[config.mk]
export PLATFORM = sky130hd
export DESIGN_NAME = qnl_period_tester
export DESIGN_NICKNAME = d
export VERILOG_FILES = /design/src/rtl/qnl_pkg.sv /design/src/rtl/qnl_feedback.sv /design/src/rtl/qnl_shifter.sv /design/src/rtl/qnl_ctrl.sv /design/src/rtl/qnl_period_tester.sv
export SDC_FILE = /design/constraint.sdc
export NUM_CORES = 2
export LEC_CHECK = 0
export BUFFER_PORTS_ARGS = -buffer_cell sky130_fd_sc_hd__buf_2
export CORE_ASPECT_RATIO = 0.7
export CORE_MARGIN = 1
export CORE_UTILIZATION = 55
export DETAILED_ROUTE_END_ITERATION = 8
export PLACE_DENSITY = 0.79
export REMOVE_ABC_BUFFERS = 1
export SLEW_MARGIN = 25
export SYNTH_ARGS = -nofsm -noshare
export SYNTH_HDL_FRONTEND = slang
export SYNTH_SLANG_ARGS = --single-unit
[constraint.sdc]
create_clock -name clk -period 5.2 [get_ports clk]
set_clock_uncertainty 0.05 [all_clocks]
set_input_delay 0.52 -clock clk [delete_from_list [all_inputs] [get_ports clk]]
set_output_delay 0.52 -clock clk [all_outputs]
set_load 0.01 [all_outputs]
[src/rtl/qnl_pkg.sv]
package qnl_pkg;
  typedef enum logic {ST_IDLE, ST_RUN} qnl_st_e;

  // position of product term (i,j), i<j, in the coefficient vector
  function automatic int pair_idx(input int l, input int i, input int j);
    return l + (i * (2 * l - i - 1)) / 2 + (j - i - 1);
  endfunction
endpackage

[src/rtl/qnl_feedback.sv]
module qnl_feedback #(
  parameter int L = 29,
  localparam int NC = L * (L + 1) / 2
) (
  input  logic [L-1:0]  state,
  input  logic [NC-1:0] coef,
  output logic          fb
);
  logic [NC-1:0] term;

  for (genvar i = 0; i < L; i++) begin : g_lin
    assign term[i] = coef[i] & state[i];
  end

  for (genvar i = 0; i < L; i++) begin : g_row
    for (genvar j = i + 1; j < L; j++) begin : g_col
      localparam int PI = qnl_pkg::pair_idx(L, i, j);
      assign term[PI] = coef[PI] & state[i] & state[j];
    end
  end

  assign fb = ^term;
endmodule

[src/rtl/qnl_shifter.sv]
module qnl_shifter #(
  parameter int L = 29,
  localparam int NC = L * (L + 1) / 2
) (
  input  logic          clk,
  input  logic          rst_n,
  input  logic          load,
  input  logic          adv,
  input  logic [L-1:0]  seed,
  input  logic [NC-1:0] coef,
  output logic [L-1:0]  state,
  output logic          hit
);
  logic [L-1:0]  state_q, state_n, seed_q, nxt;
  logic [NC-1:0] coef_q, coef_n;
  logic [L-1:0]  seed_n;
  logic          fb;

  qnl_feedback #(.L(L)) u_fb (
    .state (state_q),
    .coef  (coef_q),
    .fb    (fb)
  );

  assign nxt = {fb, state_q[L-1:1]};
  assign hit = (nxt == seed_q);

  always_comb begin
    state_n = state_q;
    seed_n  = seed_q;
    coef_n  = coef_q;
    if (load) begin
      state_n = seed;
      seed_n  = seed;
      coef_n  = coef;
    end else if (adv) begin
      state_n = nxt;
    end
  end

  always_ff @(posedge clk or negedge rst_n) begin
    if (!rst_n) begin
      state_q <= '0;
      seed_q  <= '0;
      coef_q  <= '0;
    end else begin
      state_q <= state_n;
      seed_q  <= seed_n;
      coef_q  <= coef_n;
    end
  end

  assign state = state_q;
endmodule

[src/rtl/qnl_ctrl.sv]
module qnl_ctrl #(
  parameter int L = 29,
  localparam int CW = L + 1
) (
  input  logic          clk,
  input  logic          rst_n,
  input  logic          start,
  input  logic          hit,
  output logic          load,
  output logic          adv,
  output logic          busy,
  output logic          done,
  output logic          pass,
  output logic          no_return,
  output logic [CW-1:0] period
);
  import qnl_pkg::*;

  localparam logic [CW-1:0] MAX_CNT  = {1'b0, {L{1'b1}}};
  localparam logic [CW-1:0] FULL_CNT = {1'b1, {L{1'b0}}};

  qnl_st_e       st_q, st_n;
  logic [CW-1:0] cnt_q, cnt_n, per_q, per_n, step;
  logic          done_q, done_n, pass_q, pass_n, nr_q, nr_n;

  assign step = cnt_q + 1'b1;

  always_comb begin
    st_n   = st_q;
    cnt_n  = cnt_q;
    per_n  = per_q;
    pass_n = pass_q;
    nr_n   = nr_q;
    done_n = 1'b0;
    load   = 1'b0;
    adv    = 1'b0;
    case (st_q)
      ST_IDLE: begin
        if (start) begin
          load   = 1'b1;
          st_n   = ST_RUN;
          cnt_n  = '0;
          per_n  = '0;
          pass_n = 1'b0;
          nr_n   = 1'b0;
        end
      end
      default: begin
        adv   = 1'b1;
        cnt_n = step;
        if (hit) begin
          done_n = 1'b1;
          st_n   = ST_IDLE;
          per_n  = step;
          pass_n = (step == MAX_CNT);
        end else if (step == FULL_CNT) begin
          done_n = 1'b1;
          st_n   = ST_IDLE;
          per_n  = step;
          nr_n   = 1'b1;
        end
      end
    endcase
  end

  always_ff @(posedge clk or negedge rst_n) begin
    if (!rst_n) begin
      st_q   <= ST_IDLE;
      cnt_q  <= '0;
      per_q  <= '0;
      pass_q <= 1'b0;
      nr_q   <= 1'b0;
      done_q <= 1'b0;
    end else begin
      st_q   <= st_n;
      cnt_q  <= cnt_n;
      per_q  <= per_n;
      pass_q <= pass_n;
      nr_q   <= nr_n;
      done_q <= done_n;
    end
  end

  assign busy      = (st_q == ST_RUN);
  assign done      = done_q;
  assign pass      = pass_q;
  assign no_return = nr_q;
  assign period    = per_q;
endmodule

[src/rtl/qnl_period_tester.sv]
module qnl_period_tester #(
  parameter int L = 29,
  localparam int NC = L * (L + 1) / 2,
  localparam int CW = L + 1
) (
  input  logic          clk,
  input  logic          rst_n,
  input  logic          start,
  input  logic [NC-1:0] coef,
  input  logic [L-1:0]  seed,
  output logic          busy,
  output logic          done,
  output logic          pass,
  output logic          no_return,
  output logic [CW-1:0] period,
  output logic          out_bit
);
  logic         load, adv, hit;
  logic [L-1:0] state;

  qnl_shifter #(.L(L)) u_shift (
    .clk   (clk),
    .rst_n (rst_n),
    .load  (load),
    .adv   (adv),
    .seed  (seed),
    .coef  (coef),
    .state (state),
    .hit   (hit)
  );

  qnl_ctrl #(.L(L)) u_ctrl (
    .clk       (clk),
    .rst_n     (rst_n),
    .start     (start),
    .hit       (hit),
    .load      (load),
    .adv       (adv),
    .busy      (busy),
    .done      (done),
    .pass      (pass),
    .no_return (no_return),
    .period    (period)
  );

  assign out_bit = state[0];
endmodule

==> impl_metrics.json <==
{
  "power_leakage_nw": 17.3,
  "synth_top_family_by_area": "simple AND/OR/NAND/NOR gates",
  "cts_max_level": 2,
  "cts_made_buffers": 52,
  "clock-sinks": 557,
  "routed_wl_um": 90600,
  "hold_path_class": "in -> reg",
  "grt_setup_unrepaired": "false",
  "first_pass_iters": 8,
  "synth_edf_count": 0,
  "grt_max_degree": 153,
  "grt_pass1_vias": 24100,
  "synth_area_um2": 28500,
  "final_antenna_net_count": 0,
  "rr_worst_depth": 13,
  "grt_pass1_wl_um": 138000,
  "slew_headroom": 0.423,
  "synth-compound-area-share": 0.0185,
  "clkTransAtPathRegs_ns": 0.07,
  "required_ns": 5.65,
  "nets": 4439,
  "rows": 69,
  "drive_gt1_frac": 0.165,
  "yosysMostFrequentCell": "nand2_1",
  "period_needed_ns": 4.50,
  "drv_slew": 0,
  "setup_viol": 0,
  "crit_buf_inv": 1,
  "path_max_fanout": 28,
  "wl_per_cell_um": 19.3,
  "synth_ff_type": "dfrtp_1",
  "place.detailed.hpwl_um": 64400,
  "finalPower_mw": 20.2,
  "drc": 44,
  "drt_iter0_drc": 2773,
  "outcome": "complete, but fails checks",
  "crit_family": "XOR/XNOR gates",
  "nFillCells": 4248,
  "syn_to_final_growth_pct": 17.6,
  "finalWeightedCongestion": 0.923,
  "synth_fa_ha_area_frac": 0.000877,
  "clock_latency_ns": 0.61,
  "antenna_found_initial": 14,
  "start_util": 0.559,
  "min_path_cells": 3,
  "synthDistinctLibCells": 43,
  "cpMaxStageDelayCell": "dfrtp_1",
  "synthTopCellsByArea": "dfrtp_1 (49%), nand2_1 (27%), xnor2_1 (11%), xor2_1 (3.6%), clkbuf_1 (2.4%)",
  "core_region_area_um2": 51000,
  "synth_top_area_cell": "dfrtp_1",
  "die_w_um": 274,
  "yosysSeqAreaShare": 0.488,
  "peakVddDrop_mv": 1.26,
  "post-route-period-util": 0.866,
  "arrival_ns": 4.95,
  "gr-usage-all-layers": 0.346,
  "power_density_nw_per_um2": 600,
  "die_h_um": 193,
  "synth.top_cells.by_count": "nand2_1 (2,033), dfrtp_1 (557), xnor2_1 (344)",
  "hold_viol": 0,
  "violations": "design-rule violations",
  "crit_path_frequent_cell": "xnor3_1",
  "ctsResizeCount": 0,
  "ios": 502,
  "grt-ovfl-total": 0,
  "vias": 25200,
  "synth.area.mux_share": 0.0232,
  "syn_inst": 3549,
  "cts_root_buf": "clkbuf_16",
  "vias_per_cell": 5.38,
  "setup_tns_ns": 0,
  "synth_xor_xnor_area_share": 0.151,
  "clk_path_buf_depth": 3,
  "path_class": "reg -> reg",
  "worst_slew_pin_slew_ns": 0.864,
  "synth_top_area_share": 0.488,
  "crit_cells": 13,
  "ys_warn_count": 0,
  "end_kind": "flip-flop",
  "cap_viol_max_count": 0,
  "cts_tree": "built",
  "dieArea_um2": 52800,
  "yosys.area_share.simple": 0.289,
  "critPathMaxStageDelay_ns": 0.41,
  "synth_seq_cells": 557,
  "placement.io_buffers": 501,
  "critPathLaunchType": "flip-flop",
  "max_freq_ghz": 0.222,
  "syn_area_per_cell_um2": 8.04,
  "crit_chain": "nand2_1 > xnor3_1 > xnor3_1 > nand2_1 > xnor3_1 > xnor3_1 > xnor3_1 > xnor3_2 > xnor3_1 > xor3_1 > o21ai_2 > buf_12 > mux2i_1",
  "async_flop_share": 1.00
}
## power breakdown
part           switching [mW]  leakage [nW]  total (mW)  internal, mW
clock network            1.69         0.834        3.97          2.28
registers               0.726          7.04        5.68          4.95
logic                    5.60          9.38        10.5          4.91
total                    8.02          17.3        20.2          12.1
## per-layer routing
layer	GRT usage	routed length (um)
met5	0	52
met4	0.112	2590
met3	0.0617	8670
met2	0.527	40200
met1	0.501	39000
## flip-flops by register name, summed over array words and instances, names as in the netlist
name / count
u_shift.seed_q: 29
u_ctrl.no_return: 1
u_ctrl.cnt_q: 30
u_ctrl.period: 30
u_shift.state: 29
u_shift.coef_q: 435
u_ctrl.done: 1
u_ctrl.pass: 1
u_ctrl.busy: 1
## cell usage in the layout, fill, tap and decap left out, types with 3 or more instances in the layout
cell	n
diode_2	14
and4_1	4
nand4_1	13
o21a_1	3
dfrtp_1	547
nor2b_1	7
xnor3_1	10
buf_2	500
nand3_1	34
or4_1	3
mux2i_1	65
nor2_1	19
nand2_1	2033
bufinv_16	6
a21oi_1	29
dfrtp_2	9
o21ai_0	44
inv_1	5
buf_4	54
nand2b_1	10
clkbuf_16	53
nor4_1	8
clkbuf_8	9
nor3_1	8
xnor2_1	344
xor2_1	118
buf_12	12
a21o_1	4
clkinv_2	5
clkbuf_1	10
## worst paths after layout
kind | from | to | slack [ns]
max in group asynchronous | rst_n | u_shift.coef_q[334] | 3.18
min in group asynchronous | rst_n | u_shift.coef_q[260] | 0.38
worst max register to register | u_shift.state[24] | u_ctrl.period[0] | 0.70
worst min-delay path | coef[36] | u_shift.coef_q[36] | 0.05
worst min register to register | u_shift.coef_q[310] | u_shift.coef_q[310] | 0.43
worst max-delay path | u_shift.state[24] | u_ctrl.period[0] | 0.70
## cell families after synthesis
| logic type | Yosys count |
|---|---|
| buffers and inverters | 207 |
| multiplexers | 66 |
| adder cells (fa/ha/maj) | 2 |
| AO/OA/AOI/OAI | 95 |
| AND/OR/NAND/NOR | 2148 |
| XOR/XNOR | 474 |
| flip-flops | 557 |
## stage by stage
step | hold slack [ns] | instances | util | setup WS, ns | area [um^2]
4_1_cts | 0.0172 | 4673 | 0.657 | 0.725 | 33500
6_report | 0.0536 | 4689 | 0.658 | 0.697 | 33600
2_1_floorplan | 0.174 | 3347 | - | -10.93 | 27800
3_5_place_dp | 0.412 | 4588 | 0.623 | 0.780 | 31800
3_3_place_gp | 0.408 | 4587 | 0.623 | 0.899 | 31800
5_1_grt | 0.0502 | 4683 | 0.658 | 0.601 | 33600
## timing repair
action,4_1_cts,5_1_grt
setup buffers,0,0
endpoints found under the hold margin,0,51
hold buffers,0,1
## worst min-delay path, cell delays in order
cell and delay (ns):
buf_2 0.07, nand2_1 0.04, nand2_1 0.05
## area by class of cell
cell class	count	area [um^2]	share of cell area
flip-flops and latches	557	14000	0.416
multi-input cells	2785	13800	0.412
repair buffers	569	3200	0.0953
clock buffers	72	1490	0.0443
well taps	674	843	0.0251
clock inverters	13	220	0.00656
diodes	14	35.0	0.00104
inverters	5	18.8	0.000559
Power figures use the tool's default switching activity.
